$ cat src/rtl/irq_xfer_engine.sv
module irq_xfer_engine #(
  parameter int ADDR_W = 24,
  parameter int OFS_W  = 16,
  parameter int IO_W   = 16,
  parameter int DATA_W = 16,
  parameter int CNT_W  = 16
) (
  input  logic              clk,
  input  logic              rst_n,
  input  logic              cfg_we,
  input  logic [1:0]        cfg_sel,
  input  logic [ADDR_W-1:0] cfg_wdata,
  input  logic              svc_req,
  input  logic              svc_end,
  output logic              svc_ack,
  output logic              done,
  output logic              done_term,
  output logic              busy,
  output logic              mem_valid,
  output logic              mem_we,
  output logic              mem_word,
  output logic [ADDR_W-1:0] mem_addr,
  output logic [DATA_W-1:0] mem_wdata,
  input  logic              mem_ready,
  input  logic [DATA_W-1:0] mem_rdata,
  output logic [7:0]        ctrl,
  output logic [ADDR_W-1:0] buf_ptr,
  output logic [IO_W-1:0]   io_ptr,
  output logic [CNT_W-1:0]  xfer_cnt
);

  typedef enum logic [2:0] {S_IDLE, S_RD, S_WR, S_UPD, S_FIN} st_t;
  st_t st;

  logic              pend, pend_end;
  logic [DATA_W-1:0] dbuf;

  wire f_word  = ctrl[0];
  wire f_dir   = ctrl[1];
  wire f_bhold = ctrl[2];
  wire f_ihold = ctrl[3];
  wire f_term  = ctrl[4];

  wire [OFS_W-1:0] bstep = {{(OFS_W-2){1'b0}}, f_word, ~f_word};
  wire [IO_W-1:0]  istep = {{(IO_W-2){1'b0}}, f_word, ~f_word};

  wire [ADDR_W-1:0] io_addr = {{(ADDR_W-IO_W){1'b0}}, io_ptr};
  wire [ADDR_W-1:0] src     = f_dir ? buf_ptr : io_addr;
  wire [ADDR_W-1:0] dst     = f_dir ? io_addr : buf_ptr;
  wire [CNT_W-1:0]  cnt_m1  = xfer_cnt - 1'b1;

  wire take   = (st == S_IDLE) && pend;
  wire cfg_ok = (st == S_IDLE) && !pend && cfg_we;

  assign busy      = (st != S_IDLE);
  assign mem_valid = (st == S_RD) || (st == S_WR);
  assign mem_we    = (st == S_WR);
  assign mem_word  = f_word;
  assign mem_addr  = (st == S_WR) ? dst : src;
  assign mem_wdata = dbuf;
  assign svc_ack   = (st == S_UPD) || (st == S_FIN);
  assign done_term = (st == S_FIN);
  assign done      = ((st == S_UPD) && (cnt_m1 == '0)) || (st == S_FIN);

  always_ff @(posedge clk or negedge rst_n) begin
    if (!rst_n) begin
      st       <= S_IDLE;
      pend     <= 1'b0;
      pend_end <= 1'b0;
      ctrl     <= '0;
      buf_ptr  <= '0;
      io_ptr   <= '0;
      xfer_cnt <= '0;
      dbuf     <= '0;
    end else begin
      pend     <= svc_req | (pend & ~take);
      pend_end <= (svc_req & svc_end) | (pend_end & ~take);

      if (cfg_ok) begin
        case (cfg_sel)
          2'd0:    ctrl     <= {3'b000, cfg_wdata[4:0]};
          2'd1:    buf_ptr  <= cfg_wdata;
          2'd2:    io_ptr   <= cfg_wdata[IO_W-1:0];
          default: xfer_cnt <= cfg_wdata[CNT_W-1:0];
        endcase
      end

      case (st)
        S_IDLE: if (take) begin
          if (pend_end && f_term)  st <= S_FIN;
          else if (xfer_cnt != '0) st <= S_RD;
        end
        S_RD: if (mem_ready) begin
          dbuf <= f_word ? mem_rdata : {{(DATA_W-8){1'b0}}, mem_rdata[7:0]};
          st   <= S_WR;
        end
        S_WR: if (mem_ready) st <= S_UPD;
        S_UPD: begin
          if (!f_bhold) buf_ptr[OFS_W-1:0] <= buf_ptr[OFS_W-1:0] + bstep;
          if (!f_ihold) io_ptr <= io_ptr + istep;
          xfer_cnt <= cnt_m1;
          st       <= S_IDLE;
        end
        default: st <= S_IDLE;
      endcase
    end
  end

endmodule

$ cat config.mk
export PLATFORM = sky130hd
export DESIGN_NAME = irq_xfer_engine
export DESIGN_NICKNAME = d
export VERILOG_FILES = /design/src/rtl/irq_xfer_engine.sv
export SDC_FILE = /design/constraint.sdc
export NUM_CORES = 1
export LEC_CHECK = 0
export ABC_AREA = 1
export BUFFER_PORTS_ARGS = -buffer_cell sky130_fd_sc_hd__buf_2
export CORE_ASPECT_RATIO = 0.5
export CORE_MARGIN = 3
export CORE_UTILIZATION = 32
export DETAILED_ROUTE_END_ITERATION = 10
export SLEW_MARGIN = 20
export SYNTH_ARGS = -nofsm -noshare
export SYNTH_HDL_FRONTEND = slang
export SYNTH_SLANG_ARGS = --single-unit
$ cat constraint.sdc
create_clock -name clk -period 2.15 [get_ports clk]
set_clock_uncertainty 0.1 [all_clocks]
set_input_delay 0.43 -clock clk [delete_from_list [all_inputs] [get_ports clk]]
set_output_delay 0.43 -clock clk [all_outputs]
set_load 0.01 [all_outputs]
==> impl_metrics.json, run 1 <==
{
  "status": "complete, but fails checks",
  "cell_internal_pwr_mw": 6.541,
  "rsz0062_at_grt": "true",
  "leakage_nw": 3.739,
  "synth_edf_count": 0,
  "critical_path_buf_inv_count": 1,
  "max_clock_freq_mhz": 394.1,
  "ir_worst_vdd_v": 0.0005789,
  "fp.dieH_um": 94.94,
  "powerDensity_nw_per_um2": 1664,
  "clk_pin_slew_ps": 70,
  "die_area_um2": 17460,
  "seq_power_share_pct": 25.4,
  "layout.nets": 967,
  "path_class": "flip-flop to output pin",
  "ys.flop_type": "dfrtp_1",
  "post_drt_wl_per_cell_um": 15.94,
  "io_pins": 159,
  "grt_pass1_vias": 5140,
  "syn2layout_area_growth_pct": 47.31,
  "power_frac_comb_pct": 62.1,
  "r2r_start": "ctrl[0]$_DFFE_PN0P_",
  "drt_iter0_drc": 295,
  "drt-pass1-iter-count": 5,
  "min_to": "mem_wdata[5]$_DFFE_PN0P_",
  "drive_gt1_share_pct": 38.65,
  "whs_path_depth": 3,
  "synth.distinct_cells": 45,
  "clkLatencyLatePin_ps": 350,
  "syn-instance-count": 702,
  "reg2regPathDepth": 12,
  "final_max_slew_viol_count": 0,
  "dr_total_vias": 5492,
  "cts_tree": "done",
  "drc": 0,
  "endpoint_kind": "output pin",
  "clockPowerShare_pct": 12.4,
  "fill_cells": 1459,
  "syn_area_per_cell_um2": 7.211,
  "violations": "setup timing",
  "crit_family": "simple AND/OR/NAND/NOR gates",
  "switching_share_pct": 47.29,
  "avgViaCountPerCell": 4.930,
  "grt-ovfl-total": 0,
  "synth.top_cell.area_share_pct": 40.53,
  "hold_ws_ps": 173.6,
  "crit_chain": "nor2_2 -> nand2_4 -> nand2_1 -> nand2_1 -> nor2_1 -> nand2_1 -> nor2_1 -> nand3_1 -> o21bai_1 -> buf_2",
  "ys_ff_latch": 82,
  "period_needed_ps": 2537,
  "cp_slowest_cell": "dfrtp_1",
  "io_buffer_count": 155,
  "grt_max_degree": 31,
  "cts.sinks": 82,
  "async_reset_ff_share_pct": 100.0,
  "drt_wl_total_mm": 17.76,
  "synth.cell_area_um2": 5062,
  "yosys.area.top_type": "dfrtp_1",
  "seq_area_frac_synth_pct": 40.53,
  "ys_top_cells_by_area": "dfrtp_1 (41%), nand2_1 (13%), o21ai_0 (7.2%), inv_1 (6.7%), nor2_1 (5.0%)",
  "reg2reg_slack_ps": 80,
  "antenna_found_initial": 0,
  "max_cap_violations": 0,
  "critical_path.max_stage_delay_ps": 470,
  "h-tree-depth": 3,
  "cts_root_buf": "clkbuf_16",
  "hold_viol": 0,
  "fin_ws_ps": -387.2,
  "fin_crit_sh_pct": 118.0,
  "core_um2": 14970,
  "r2r-end": "buf_ptr[14]$_DFF_PN0_",
  "numCtsBuffers": 9,
  "yosys_warnings": 0,
  "num_antenna_cells": 0,
  "grt_pass1_wl_mm": 26.83,
  "tns_ps": -5705,
  "start_kind": "flip-flop",
  "cp.arrival_ps": 2010,
  "hp-class": "primary input to flip-flop",
  "p_switching_mw": 5.868,
  "row_count": 31,
  "crit_top_cell": "nand2_1",
  "gp_congestion": 0.8870,
  "initial_core_util_pct": 33.81,
  "setup_viol": 25,
  "crit_required_ps": 1620,
  "instances_no_fill": 1114,
  "fp.dieW_um": 183.9,
  "grt_usage_pct": 19.45,
  "hold_start": "mem_rdata[5]",
  "dp_hpwl_mm": 12.51,
  "dp.cells": 1069,
  "critPathMaxFanout": 4,
  "ant_nets": 0,
  "clockBufferDepth": 2
}
## cell usage after synthesis (3+ instances only)
cell	count
buf_4	9
nand2_2	3
o22ai_1	7
o211ai_1	4
nor3_1	10
dfrtp_1	82
inv_2	6
buf_2	12
nor2_2	4
xor2_1	4
o21ai_0	73
inv_1	91
ha_1	6
o221ai_1	7
buf_6	3
nand4_1	8
a21oi_1	34
nand2_1	180
nand3_1	41
nor2_1	67
o21ai_1	14
nor2_4	4
## stage by stage
| step | util (%) | setup WS, ps | power (mW) | cell area, um^2 |
|---|---|---|---|---|
| final | 49.81 | -387.2 | 12.41 | 7457 |
| after global routing | 49.81 | -529.7 | 13.30 | 7457 |
| after CTS | 46.41 | -306.1 | 11.30 | 6949 |
| after detailed placement | 41.89 | -75.98 | 8.613 | 6271 |
| after global placement | 41.89 | -24.36 | 8.515 | 6271 |
| after floorplan | - | -30.95 | 6.272 | 5099 |
## cell type report
class                   count  area, um^2  area share, %
repair buffers            223        1567          21.01
clock buffers               9       225.2          3.020
multi-input cells         496        2915          39.09
well taps                 198       247.7          3.322
clock inverters             7       58.81         0.7886
inverters                  99       385.4          5.168
flip-flops and latches     82        2058          27.60
## kinds of logic (layout without fill, tap and decap cells)
logic type / after synthesis / count (layout) / share of synthesized area, %
other: 1 / 3 / 0.07408
flip-flops: 82 / 82 / 40.53
AND/OR/NAND/NOR: 327 / 327 / 28.25
AO/OA/AOI/OAI: 150 / 150 / 16.46
adder cells (fa/ha/maj): 8 / 8 / 2.274
multiplexers: 1 / 1 / 0.2224
XOR/XNOR: 7 / 7 / 1.359
buffers and inverters: 126 / 338 / 10.83
## repair_timing
item                                   CTS  global route
gates resized for setup                 74            84
setup endpoints to repair               25            41
pin swaps                               11            19
buffers inserted                         8            15
hold buffers                             1             0
endpoints found under the hold margin   25             0
gates cloned                             4             3
## state kept, by name, indices dropped and copies added (netlist names)
signal     cells
buf_ptr       24
io_ptr        16
mem_wdata     16
xfer_cnt      16
ctrl           5
st             3
pend           1
pend_end       1
## placed cells by master (no fill, tap or decap), types with 4 or more instances in the layout
master / n
nand3_2: 5
nand3_4: 4
nand2_4: 11
buf_4: 51
dfrtp_1: 77
buf_16: 4
o22ai_1: 7
o221ai_1: 7
dfrtp_2: 5
xor2_1: 4
nand3_1: 36
buf_2: 144
o21ai_0: 53
ha_4: 4
clkbuf_16: 11
nand2_1: 162
inv_1: 81
buf_6: 14
nor2_4: 21
nor2_2: 9
o211ai_1: 4
o21ai_1: 21
o21ai_2: 11
nand4_1: 8
a21oi_1: 32
nand2_2: 11
inv_6: 5
nor3_1: 8
buf_12: 6
nor2_1: 45
inv_2: 13
## how the worst max path moves through the flow
stage / cells after the start / slack, ps / from / to
after global placement: 10 / -20 / xfer_cnt[4]$_DFFE_PN0P_ / done
after detailed placement: 10 / -80 / xfer_cnt[4]$_DFFE_PN0P_ / done
after CTS: 10 / -310 / xfer_cnt[3]$_DFFE_PN0P_ / done
final: 10 / -390 / xfer_cnt[2]$_DFFE_PN0P_ / done
after floorplan: 13 / -30 / ctrl[0]$_DFFE_PN0P_ / buf_ptr[10]$_DFF_PN0_
after global routing: 10 / -530 / xfer_cnt[2]$_DFFE_PN0P_ / done
## per-layer routing
layer  part of all wire (%)  wire length (um)  vias to the layer above  GRT usage (%)
met1                     46              8107                     2557          27.14
met3                    5.9              1042                       29          4.040
li1                       -                 -                     2701              -
met4                    1.9               336                        0          5.405
met5                      0                 0                        -              0
met2                     47              8270                      205          30.78
## power groups by stage
stage | Clock [mW] | Sequential [mW] | Combinational, mW
after floorplan | 0 | 3.22 | 3.05
after global placement | 0 | 3.01 | 5.50
after detailed placement | 0 | 3.03 | 5.58
after CTS | 1.57 | 3.06 | 6.67
after global routing | 1.63 | 3.27 | 8.41
final | 1.54 | 3.16 | 7.71
## tightest hold or removal path: stages
cell and delay, ps:
buf_2 70, nand2_1 40, nand2_1 50
Power figures use the tool's default switching activity.
==> inputs of run 2 (changes only) <==
--- a/config.mk
+++ b/config.mk
@@ -5,12 +5,14 @@
 export SDC_FILE = /design/constraint.sdc
 export NUM_CORES = 1
 export LEC_CHECK = 0
-export ABC_AREA = 1
+export ABC_AREA = 0
 export BUFFER_PORTS_ARGS = -buffer_cell sky130_fd_sc_hd__buf_2
 export CORE_ASPECT_RATIO = 0.5
 export CORE_MARGIN = 3
 export CORE_UTILIZATION = 32
 export DETAILED_ROUTE_END_ITERATION = 10
+export PLACE_DENSITY_LB_ADDON = 0.2
+export REMOVE_ABC_BUFFERS = 1
 export SLEW_MARGIN = 20
 export SYNTH_ARGS = -nofsm -noshare
 export SYNTH_HDL_FRONTEND = slang
==> impl_metrics.json, run 2 <==
{
  "wl_met2_mm": 7.892,
  "row_count": 30,
  "drt_wl_total_mm": 16.94,
  "dr_total_vias": 5100,
  "largest_reg_flops": 24,
  "max_clock_freq_mhz": 328.8,
  "io_pins": 159,
  "ys.flop_type": "dfrtp_1",
  "avgViaCountPerCell": 5.188,
  "layout_commonest_cell": "buf_2",
  "syn2layout_area_growth_pct": 52.62,
  "core_um2": 14040,
  "yosys_warnings": 0,
  "max_cap_violations": 0,
  "top_register": "buf_ptr",
  "cts_tree": "done",
  "ir_worst_vdd_v": 0.0004860,
  "leakage_nw": 3.445,
  "synth.cell_area_um2": 4751,
  "start_kind": "flip-flop",
  "ys_top_cells_by_count": "nand2_1 (117), dfrtp_1 (82), nor2_1 (53)",
  "period_needed_ps": 3041,
  "fin_ws_ps": -891.1,
  "final_max_slew_viol_count": 0,
  "hp-class": "primary input to flip-flop",
  "routed-wl-met3_mm": 1.037,
  "antenna_found_initial": 0,
  "gp_congestion": 0.8757,
  "synth_most_common_cell": "nand2_1",
  "num_antenna_cells": 0,
  "drt-pass1-iter-count": 5,
  "reg2reg_slack_ps": -130,
  "final_cell_area_um2": 7251,
  "yosys.area.top_type": "dfrtp_1",
  "drt_iter0_drc": 275,
  "synth_edf_count": 0,
  "violations": "setup timing",
  "layout.nets": 842,
  "rsz0062_at_grt": "true",
  "seq_area_frac_synth_pct": 43.19,
  "post_drt_wl_per_cell_um": 17.23,
  "fp.dieH_um": 92.16,
  "grt-ovfl-total": 0,
  "powerDensity_nw_per_um2": 1551,
  "status": "complete, but fails checks",
  "io_buffer_count": 155,
  "grt_max_degree": 42,
  "ant_nets": 0,
  "endpoint_kind": "output pin",
  "crit_required_ps": 1620,
  "die_area_um2": 16430,
  "initial_core_util_pct": 33.84,
  "grt_usage_pct": 20.04,
  "syn_area_per_cell_um2": 8.514,
  "ys_ff_latch": 82,
  "grt_pass1_wl_mm": 26.11,
  "syn-instance-count": 558,
  "fin_util_pct": 51.65,
  "fill_cells": 1332,
  "h-tree-depth": 3,
  "synth.distinct_cells": 59,
  "postPlaceCellArea_um2": 6289,
  "pre_cts_ws_ps": -657.5,
  "cts.sinks": 82,
  "hold_viol": 0,
  "dp_hpwl_mm": 12.34,
  "final_cell_mix": "buf_2 (135), nand2_1 (113), dfrtp_1 (81)",
  "fp.dieW_um": 178.3,
  "clk_pin_slew_ps": 70,
  "clkLatencyLatePin_ps": 340,
  "hold_ws_ps": 173.7,
  "power.total_mw": 11.25,
  "synth.top_cell.area_share_pct": 43.19,
  "critPathMaxFanout": 2,
  "drc": 0,
  "cts_root_buf": "clkbuf_16",
  "drt-met1-wl_mm": 7.868,
  "cp.arrival_ps": 2510,
  "grt_pass1_vias": 4700,
  "path_class": "flip-flop to output pin",
  "drive_gt1_share_pct": 43.87,
  "fin_crit_sh_pct": 141.4,
  "async_reset_ff_share_pct": 100.0,
  "ys_top_cells_by_area": "dfrtp_1 (43%), nand2_1 (9.2%), mux2_2 (4.7%), nor2_1 (4.2%), a21oi_1 (3.2%)",
  "top_layer": "met4",
  "setup_viol": 29,
  "clockBufferDepth": 2,
  "numCtsBuffers": 9
}
## run 2: cell count changes after synthesis, moves of 14 or more
| cell | delta |
|---|---|
| mux2_2 | +19 |
| nand3_1 | -24 |
| inv_1 | -80 |
| clkbuf_1 | +24 |
| nand2_1 | -63 |
| o21ai_0 | -49 |
| nor2_1 | -14 |
## run 2: repair_timing
| action | 4_1_cts | 5_1_grt |
|---|---|---|
| gates cloned | 0 | 1 |
| pin swaps | 16 | 33 |
| buffers inserted | 7 | 6 |
| hold buffers | 1 | 0 |
| endpoints found under the hold margin | 15 | 0 |
| setup endpoints to repair | 37 | 45 |
| gates resized for setup | 65 | 65 |
## run 2: kinds of logic (layout without fill, tap and decap cells)
logic type	count (synthesis)	after routing	share of synthesized area, %
multiplexers	25	25	5.794
buffers and inverters	46	277	4.029
AND/OR/NAND/NOR	280	280	28.68
AO/OA/AOI/OAI	115	115	15.62
other	1	3	0.07893
flip-flops	82	82	43.19
adder cells (fa/ha/maj)	8	8	2.423
XOR/XNOR	1	1	0.1844
## run 2: report_power, final
| part | switching, mW | total, mW | internal (mW) |
|---|---|---|---|
| clock network | 0.643 | 1.49 | 0.845 |
| logic | 3.38 | 6.83 | 3.45 |
| registers | 0.714 | 2.93 | 2.22 |
| total | 4.74 | 11.2 | 6.51 |
## run 2: metrics by stage
step	instances	setup TNS [ps]
finish	983	-5339
global placement	953	-1723
CTS	977	-4584
detailed placement	953	-1859
floorplan	525	-34200
global route	983	-8020
## run 2: layer usage
metal  GRT usage, %  vias up
li1               -     2458
met1          29.03     2443
met2          31.09      184
met3          3.639       15
met4          4.339        0
met5              0        -
## run 2: final cells by class
cell class / count / area (um^2) / share of cell area, %
clock buffer: 12 / 256.5 / 3.538
clock inverter: 4 / 26.28 / 0.3624
inverter: 11 / 41.29 / 0.5695
multi-input combinational: 432 / 2922 / 40.29
sequential: 82 / 2053 / 28.32
tap: 192 / 240.2 / 3.313
timing repair buffer: 250 / 1712 / 23.61
## run 2: worst paths after layout
kind | from | depth (start not counted) | endpoint
min in group asynchronous | rst_n | 2 | xfer_cnt[0]$_DFFE_PN0P_
setup reg to reg | xfer_cnt[10]$_DFFE_PN0P_ | 6 | xfer_cnt[15]$_DFFE_PN0P_
setup / recovery | xfer_cnt[1]$_DFFE_PN0P_ | 8 | done
hold reg to reg | mem_wdata[15]$_DFFE_PN0P_ | 2 | mem_wdata[15]$_DFFE_PN0P_
max in group asynchronous | rst_n | 3 | buf_ptr[17]$_DFFE_PN0P_
hold / removal | cfg_wdata[16] | 3 | buf_ptr[16]$_DFFE_PN0P_
## run 2: worst max-delay path, stage by stage (launching register included)
cell,delay [ps]
dfrtp_1,380
inv_2,90
ha_4,130
or3b_4,400
nor4_4,320
a41oi_2,170
a2111oi_4,370
a31o_1,180
buf_2,120
